===== config.mk =====
export PLATFORM = sky130hd
export DESIGN_NAME = txclk_src_sel
export DESIGN_NICKNAME = d
export VERILOG_FILES = /design/src/rtl/txcs_pkg.sv /design/src/rtl/txcs_sync_edge.sv /design/src/rtl/txcs_idle_timer.sv /design/src/rtl/txcs_fsm.sv /design/src/rtl/txclk_src_sel.sv
export SDC_FILE = /design/constraint.sdc
export NUM_CORES = 1
export LEC_CHECK = 0
export BUFFER_PORTS_ARGS = -buffer_cell sky130_fd_sc_hd__buf_4
export CORE_UTILIZATION = 46
export CTS_CLUSTER_DIAMETER = 30
export CTS_CLUSTER_SIZE = 30
export DETAILED_ROUTE_END_ITERATION = 10
export PLACE_DENSITY = 0.78
export SLEW_MARGIN = 25
export SYNTH_ARGS = -nofsm -noshare
export SYNTH_HDL_FRONTEND = slang
export SYNTH_SLANG_ARGS = --single-unit

===== constraint.sdc =====
create_clock -name clk -period 1.5 [get_ports clk]
set_input_delay 0.3 -clock clk [delete_from_list [all_inputs] [get_ports clk]]
set_output_delay 0.3 -clock clk [all_outputs]
set_load 0.02 [all_outputs]

===== src/rtl/txcs_pkg.sv =====
package txcs_pkg;

    typedef enum logic [2:0] {
        ST_TX_FIXED    = 3'd0,
        ST_TX_WATCH    = 3'd1,
        ST_RX_FAILOVER = 3'd2,
        ST_RX_RECOVER  = 3'd3,
        ST_MC_FIXED    = 3'd4,
        ST_RX_FIXED    = 3'd5
    } txcs_state_t;

    typedef enum logic [1:0] {
        SRC_TX = 2'b00,
        SRC_RX = 2'b01,
        SRC_MC = 2'b10
    } txcs_src_t;

    localparam logic [1:0] MODE_TX_ONLY = 2'b00;
    localparam logic [1:0] MODE_TX_AUTO = 2'b01;
    localparam logic [1:0] MODE_MC      = 2'b10;
    localparam logic [1:0] MODE_RX      = 2'b11;

endpackage


===== src/rtl/txcs_sync_edge.sv =====
module txcs_sync_edge #(
    parameter int STAGES = 2
) (
    input  logic clk,
    input  logic rst_n,
    input  logic async_in,
    output logic edge_pulse
);
    // chain[0..STAGES-1] synchronize, chain[STAGES] holds the previous value
    logic [STAGES:0] chain;

    always_ff @(posedge clk) begin
        if (!rst_n) begin
            chain <= '0;
        end else begin
            chain <= {chain[STAGES-1:0], async_in};
        end
    end

    assign edge_pulse = chain[STAGES] ^ chain[STAGES-1];
endmodule


===== src/rtl/txcs_idle_timer.sv =====
module txcs_idle_timer #(
    parameter int CHAN_CYC = 8
) (
    input  logic clk,
    input  logic rst_n,
    input  logic edge_pulse,
    output logic timeout
);
    localparam int CW = $clog2(CHAN_CYC + 1);
    localparam logic [CW-1:0] LAST = CW'(CHAN_CYC - 1);

    logic [CW-1:0] idle_cnt;

    always_ff @(posedge clk) begin
        if (!rst_n) begin
            idle_cnt <= '0;
        end else if (edge_pulse) begin
            idle_cnt <= '0;
        end else if (idle_cnt != LAST) begin
            idle_cnt <= idle_cnt + 1'b1;
        end
    end

    // CHAN_CYC consecutive cycles without a synchronized edge
    assign timeout = (idle_cnt == LAST) && !edge_pulse;
endmodule


===== src/rtl/txcs_fsm.sv =====
module txcs_fsm
    import txcs_pkg::*;
#(
    parameter int CHAN_CYC = 8
) (
    input  logic       clk,
    input  logic       rst_n,
    input  logic [1:0] mode,
    input  logic       edge_pulse,
    input  logic       timeout,
    output logic [1:0] src_sel,
    output logic       loss
);
    localparam int CW = $clog2(CHAN_CYC + 1);
    localparam logic [CW-1:0] LAST = CW'(CHAN_CYC - 1);

    txcs_state_t state, state_nx;
    logic [CW-1:0] rec_cnt;

    function automatic txcs_state_t entry_of(input logic [1:0] m);
        unique case (m)
            MODE_TX_ONLY: entry_of = ST_TX_FIXED;
            MODE_TX_AUTO: entry_of = ST_TX_WATCH;
            MODE_MC:      entry_of = ST_MC_FIXED;
            default:      entry_of = ST_RX_FIXED;
        endcase
    endfunction

    function automatic logic in_auto(input txcs_state_t s);
        in_auto = (s == ST_TX_WATCH) || (s == ST_RX_FAILOVER) ||
                  (s == ST_RX_RECOVER);
    endfunction

    // next-state logic
    always_comb begin
        state_nx = state;
        unique case (state)
            ST_TX_FIXED, ST_MC_FIXED, ST_RX_FIXED: begin
                state_nx = entry_of(mode);
            end
            ST_TX_WATCH: begin
                if (mode != MODE_TX_AUTO) state_nx = entry_of(mode);
                else if (timeout)         state_nx = ST_RX_FAILOVER;
            end
            ST_RX_FAILOVER: begin
                if (mode != MODE_TX_AUTO) state_nx = entry_of(mode);
                else if (edge_pulse)      state_nx = ST_RX_RECOVER;
            end
            ST_RX_RECOVER: begin
                if (mode != MODE_TX_AUTO) state_nx = entry_of(mode);
                else if (timeout)         state_nx = ST_RX_FAILOVER;
                else if (rec_cnt == LAST) state_nx = ST_TX_WATCH;
            end
            default: state_nx = ST_TX_FIXED;
        endcase
    end

    // state register and recovery counter
    always_ff @(posedge clk) begin
        if (!rst_n) begin
            state   <= ST_TX_FIXED;
            rec_cnt <= '0;
        end else begin
            state <= state_nx;
            if (state == ST_RX_RECOVER && state_nx == ST_RX_RECOVER)
                rec_cnt <= rec_cnt + 1'b1;
            else
                rec_cnt <= '0;
        end
    end

    // outputs from state
    always_comb begin
        src_sel = SRC_TX;
        loss    = 1'b0;
        unique case (state)
            ST_TX_FIXED, ST_TX_WATCH: src_sel = SRC_TX;
            ST_RX_FAILOVER, ST_RX_RECOVER: begin
                src_sel = SRC_RX;
                loss    = in_auto(state);
            end
            ST_MC_FIXED: src_sel = SRC_MC;
            ST_RX_FIXED: src_sel = SRC_RX;
            default:     src_sel = SRC_TX;
        endcase
    end
endmodule


===== src/rtl/txclk_src_sel.sv =====
module txclk_src_sel
    import txcs_pkg::*;
#(
    parameter int CHAN_CYC    = 8,
    parameter int SYNC_STAGES = 2
) (
    input  logic       clk,
    input  logic       rst_n,
    input  logic [1:0] mode,
    input  logic       status_sel,
    input  logic       tclk_in,
    input  logic       rclk_in,
    input  logic       mclk_in,
    input  logic       rx_sync_loss,
    output logic       tx_clk_out,
    output logic [1:0] src_sel,
    output logic       tx_clk_loss,
    output logic       status_out
);
    logic tclk_edge;
    logic tclk_timeout;

    txcs_sync_edge #(.STAGES(SYNC_STAGES)) sync_i (
        .clk        (clk),
        .rst_n      (rst_n),
        .async_in   (tclk_in),
        .edge_pulse (tclk_edge)
    );

    txcs_idle_timer #(.CHAN_CYC(CHAN_CYC)) timer_i (
        .clk        (clk),
        .rst_n      (rst_n),
        .edge_pulse (tclk_edge),
        .timeout    (tclk_timeout)
    );

    txcs_fsm #(.CHAN_CYC(CHAN_CYC)) fsm_i (
        .clk        (clk),
        .rst_n      (rst_n),
        .mode       (mode),
        .edge_pulse (tclk_edge),
        .timeout    (tclk_timeout),
        .src_sel    (src_sel),
        .loss       (tx_clk_loss)
    );

    always_comb begin
        unique case (src_sel)
            SRC_RX:  tx_clk_out = rclk_in;
            SRC_MC:  tx_clk_out = mclk_in;
            default: tx_clk_out = tclk_in;
        endcase
    end

    assign status_out = status_sel ? tx_clk_loss : rx_sync_loss;
endmodule


# Word level (Yosys, flattened, before mapping)
# Index checks and enable logic that the tools add are counted.
# word_totals
reg_bits,14
latch_bits,0
ramBits,0
romBits,0
input_bits,9
out_inout_bits,5
wordCells,47
n_memories,0
# classes
n_addsub,2
multipliers,0
div,0
order_cmp,0
eq_ne,14
shifts,0
muxes,13
bitwise,2
n_reduce_logical,12
# ops
cell,count
2-to-1 mux 3 bit,7
case mux 3 bit (4 select lines),1
== test 3 x 2 -> 1 bit (second input constant),3
case mux 3 bit (3 select lines),1
adder 4 x 1 -> 4 bit (second input constant),2
== test 4 x 3 -> 1 bit (second input constant),2
== test 3 bit (second input constant),2
OR reduction 3 bit,2
== test 2 x 1 -> 1 bit (second input constant),2
== test 2 bit (second input constant),2
inequality test 4 x 3 -> 1 bit (second input constant),1
case mux 2 bit (2 select lines),1
OR reduction 2 bit,2
== test 3 x 1 -> 1 bit (second input constant),1
logical NOT 3 bit,1
logical AND 1 bit,2
logical NOT 2 bit,1
logical OR 1 bit,2
2-to-1 mux 1 bit,2
inequality test 2 x 1 -> 1 bit (second input constant),1
case mux 1 bit (2 select lines),1
AND reduction 2 bit,1
logical NOT 1 bit,1
NOT 1 bit,1
bitwise XOR 1 bit,1

# Logic depth before layout (Yosys ltp)
# logic_depth
depth_word,9
mapped_depth,6
ltp_nobuf,6

# Hierarchy
# A second synthesis with hierarchy kept.
# hier_totals
cells_unflattened,80
hier_area_um2,794.5
# modules_own_cells
mod,instances,cells_each,area_each_um2,seq_area_each_um2
txcs_fsm,1,45,429.2,140.1
txcs_idle_timer,1,20,212.7,80.1
txcs_sync_edge,1,7,88.8,60.1
txclk_src_sel,1,8,63.8,0.0

# Worst setup path after synthesis
# Ideal clock, no wire load.
# synth_path
path_type,flip-flop to output port
start,register fsm_i.state[1]
end,output port tx_clk_out
arrival_time_ns,1.644
slack_ns,-0.444
stages_incl_launch_ff,6
n_path_buf,0
path_cell_list,dfxtp_1 nor2b_1 a21oi_1 ha_1 nor2_1 a21oi_1
# synth_between
elab_chain_cells,5
# synth_rtl
element,line_no,text
from (decl),txcs_fsm.sv:17,"txcs_state_t state, state_nx;"
from (signal assigned),txcs_fsm.sv:64,state <= state_nx;
== test 3 bit / == test 3 x 2 -> 1 bit (equally long branches),txcs_fsm.sv:76,unique case (state)
OR reduction 3 bit (no source line),-,
case mux 2 bit (2 select lines) *,txcs_fsm.sv:76,
== test 2 bit / == test 2 x 1 -> 1 bit (equally long branches),txclk_src_sel.sv:48,unique case (src_sel)
case mux 1 bit (2 select lines) *,txclk_src_sel.sv:48,
to (decl),txclk_src_sel.sv:15,"output logic tx_clk_out,"
# Mark *: on every way between the ends. The rest lies on a longest branch, timed or not.

# Worst setup path in the final report
# Same ends and word-level chain as after synthesis.

==> impl_metrics.csv <==
group,metric,value,unit
status,status,"finished, violations left",
status,violations,"negative setup slack",
yosys,yosysSeqAreaShare,41.2,%
power,power.density,788,mW/mm^2
cells_and_area,final_common_cell,"buf_4",
die,die_h,40.5,um
clocking,cts_root_buf,"clkbuf_4",
timing,setup_viol,4,
yosys,yosysWarnings,0,
yosys,synth-xor-area-share,6.25,%
yosys,synthesis.instances,73,
critical_path,path_class,"flip-flop to primary output",
die,core-area,0.00133,sq mm
yosys,synth_top_family_by_area,"simple AND/OR/NAND/NOR gates",
drt,route.vias.total,603,
min_path,hp-class,"input port to flip-flop",
cells_and_area,mostFrequentLayoutCells,"17 x buf_4, 11 x dfxtp_1, 5 x inv_1, 5 x nor2_1, 5 x buf_6",
placement,place.gp.congestion,0.710,
yosys,synth_edf_count,0,
critical_path,cp.required,1.20,ns
timing,worst_pin_slew,0.318,ns
die,die_area,0.00164,sq mm
yosys,synth_compound_area_share,9.74,%
cells_and_area,fillCellCount,92,
grt,antenna_found_initial,0,
grt,grt_pass1_wl,2050,um
cells_and_area,diodes,0,
clocking,htree_levels,1,
clocking,clk_pin_slew,0.08,ns
yosys,synthAdderAreaFrac,9.19,%
grt,grt_max_degree,9,
placement,hpwl,960,um
cells_and_area,final_layout_size_suffix_gt1_share,47.5,%
timing,timing.final.ws_setup,-0.438,ns
die,start_util,51.0,%
timing,fmax,0.516,GHz
critical_path,slowest_stage,"dfxtp_4",
clocking,clk-insertion-delay-late,0.29,ns
critical_path,critical_path_arrival,1.64,ns
grt,overflow,0,
yosys,synth_cell_types,30,
yosys,synth_seq_cells,14,
clocking,clock-sinks,14,
timing,whs,0.228,ns
grt,grt_pass1_vias,491,
die,rows,13,
timing,slew_headroom,78.5,%
yosys,synth.mux.area_fraction,3.13,%
timing,post-route-period-util,129,%
clocking,cts_buffer_depth,2,
die,io_pins,14,
cells_and_area,final_nets,114,
critical_path,cpPeakStageDelay,0.37,ns
yosys,ys.flop_type,"dfxtp_1",
drt,drt_wl_total,1660,um
drt,dr.pass1.iters,4,
placement,io_buffer_count,13,
critical_path,critPathLaunchType,"flip-flop",
timing,fin_crit,1.94,ns
job,drv_cap,0,
yosys,async_reset_ff_share,0,%
drt,drtIter0Drc,18,
grt,gr-usage-all-layers,20.4,%
timing,finalHoldViolCount,0,
die,die_w,40.5,um
critical_path,cp_max_fo,4,
power,leakage,0.436,nW
timing,clock_skew,0.00307,ns
timing,slew_violations,0,
drt,drc,0,
yosys,yosys.area_share.simple,27.8,%
drt,drt-vias-per-instance,5.29,
critical_path,critPathCaptureType,"primary output",
power,vdd_drop_max,0.831,mV
timing,rsz0062_at_grt,"true",
cells_and_area,area_growth,49.4,%
yosys,avgSynthCellArea,9.32,sq um
clocking,cts-buffers-inserted,3,
power,power,802,uW
yosys,synth_fp_nets,87,
drt,wl_per_cell,14.6,um
clocking,tritoncts,"yes",
yosys,syn_area,681,sq um
drt,ant_nets,0,
critical_path,cp_cell_sequence,"buf_4, nor2_4, nand2_4, inv_1, ha_1, a22oi_2, a21oi_2, buf_6",
-- repair_timing --
item	in CTS	in global routing
pin swaps	3	4
resized for setup	7	18
setup endpoints to repair	4	4
buffers inserted	1	4
hold buffers	0	0
endpoints found under the hold margin	0	0
-- per-layer routing --
layer,up-vias,track usage (%),routed length (um)
met3,2,8.89,50
li1,305,-,-
met2,11,30.6,916
met1,285,23.3,675
met4,0,13.3,20
met5,-,0,0
-- cell families after synthesis --
family,after synthesis
and+or+nand+nor,34
xor gates and xnor gates,4
adders and majority gates,5
muxes,2
buffers and inverters,5
AOI/OAI and AO/OA,9
DFF,14
-- sequential cells by signal, summed over array words and instances, names as in the netlist --
| name | count |
|---|---|
| timer_i.idle_cnt | 4 |
| fsm_i.rec_cnt | 4 |
| fsm_i.state | 3 |
| sync_i.chain | 3 |
-- through the flow --
step | util, % | worst slack, ns | setup TNS (ns) | cells | cell area, sq um
floorplan | - | -0.0257 | -0.0257 | 73 | 698
global placement | 63.9 | -0.0914 | -0.0914 | 106 | 852
detailed placement | 63.9 | -0.144 | -0.144 | 106 | 852
CTS | 69.2 | -0.367 | -0.878 | 111 | 923
global route | 76.3 | -0.490 | -1.07 | 114 | 1020
finish | 76.3 | -0.438 | -0.917 | 114 | 1020
-- Yosys cell counts (all sizes together) (2+ instances only) --
library cell | count | area (sq um)
nor2b | 2 | 12.5
a21oi | 3 | 15.0
inv | 5 | 18.8
nand2 | 4 | 15.0
ha | 5 | 62.6
and2 | 5 | 32.5
nor2 | 9 | 33.8
dfxtp | 14 | 280
xnor2 | 2 | 17.5
nor3 | 2 | 10.0
nand3 | 3 | 15.0
nand3b | 2 | 15.0
xor2 | 2 | 25.0
-- layout make-up --
class | instances | area [sq um] | area share, %
clock buffers | 4 | 36.3 | 3.57
inverters | 5 | 18.8 | 1.85
multi-input cells | 54 | 468 | 46.0
flip-flops and latches | 14 | 292 | 28.7
well taps | 15 | 18.8 | 1.85
repair buffers | 22 | 184 | 18.1
-- worst max-delay path, delay by kind of cell, from the launching register on --
| family | cells | cell delay (ns) |
|---|---|---|
| fa+ha+maj | 1 | 0.20 |
| compound gates | 2 | 0.22 |
| flops | 1 | 0.37 |
| simple gates | 2 | 0.20 |
| buf+inv | 3 | 0.35 |
-- worst paths after layout --
check	start	endpoint	slack (ns)	depth (start not counted)
hold / removal	tclk_in	sync_i.chain[0]$_SDFF_PN0_	0.23	2
setup reg to reg	timer_i.idle_cnt[0]$_SDFFE_PP0P_	fsm_i.rec_cnt[3]$_SDFF_PN0_	0.17	4
setup / recovery	fsm_i.state[1]$_SDFF_PN0_	tx_clk_out	-0.44	8
hold reg to reg	sync_i.chain[0]$_SDFF_PN0_	sync_i.chain[1]$_SDFF_PN0_	0.45	1
-- where the power goes --
part | switching [mW] | total [mW] | internal, mW
clock network | 0.127 | 0.275 | 0.148
registers | 0.0138 | 0.396 | 0.382
logic | 0.0595 | 0.131 | 0.0713
Power figures use the tool's default switching activity.
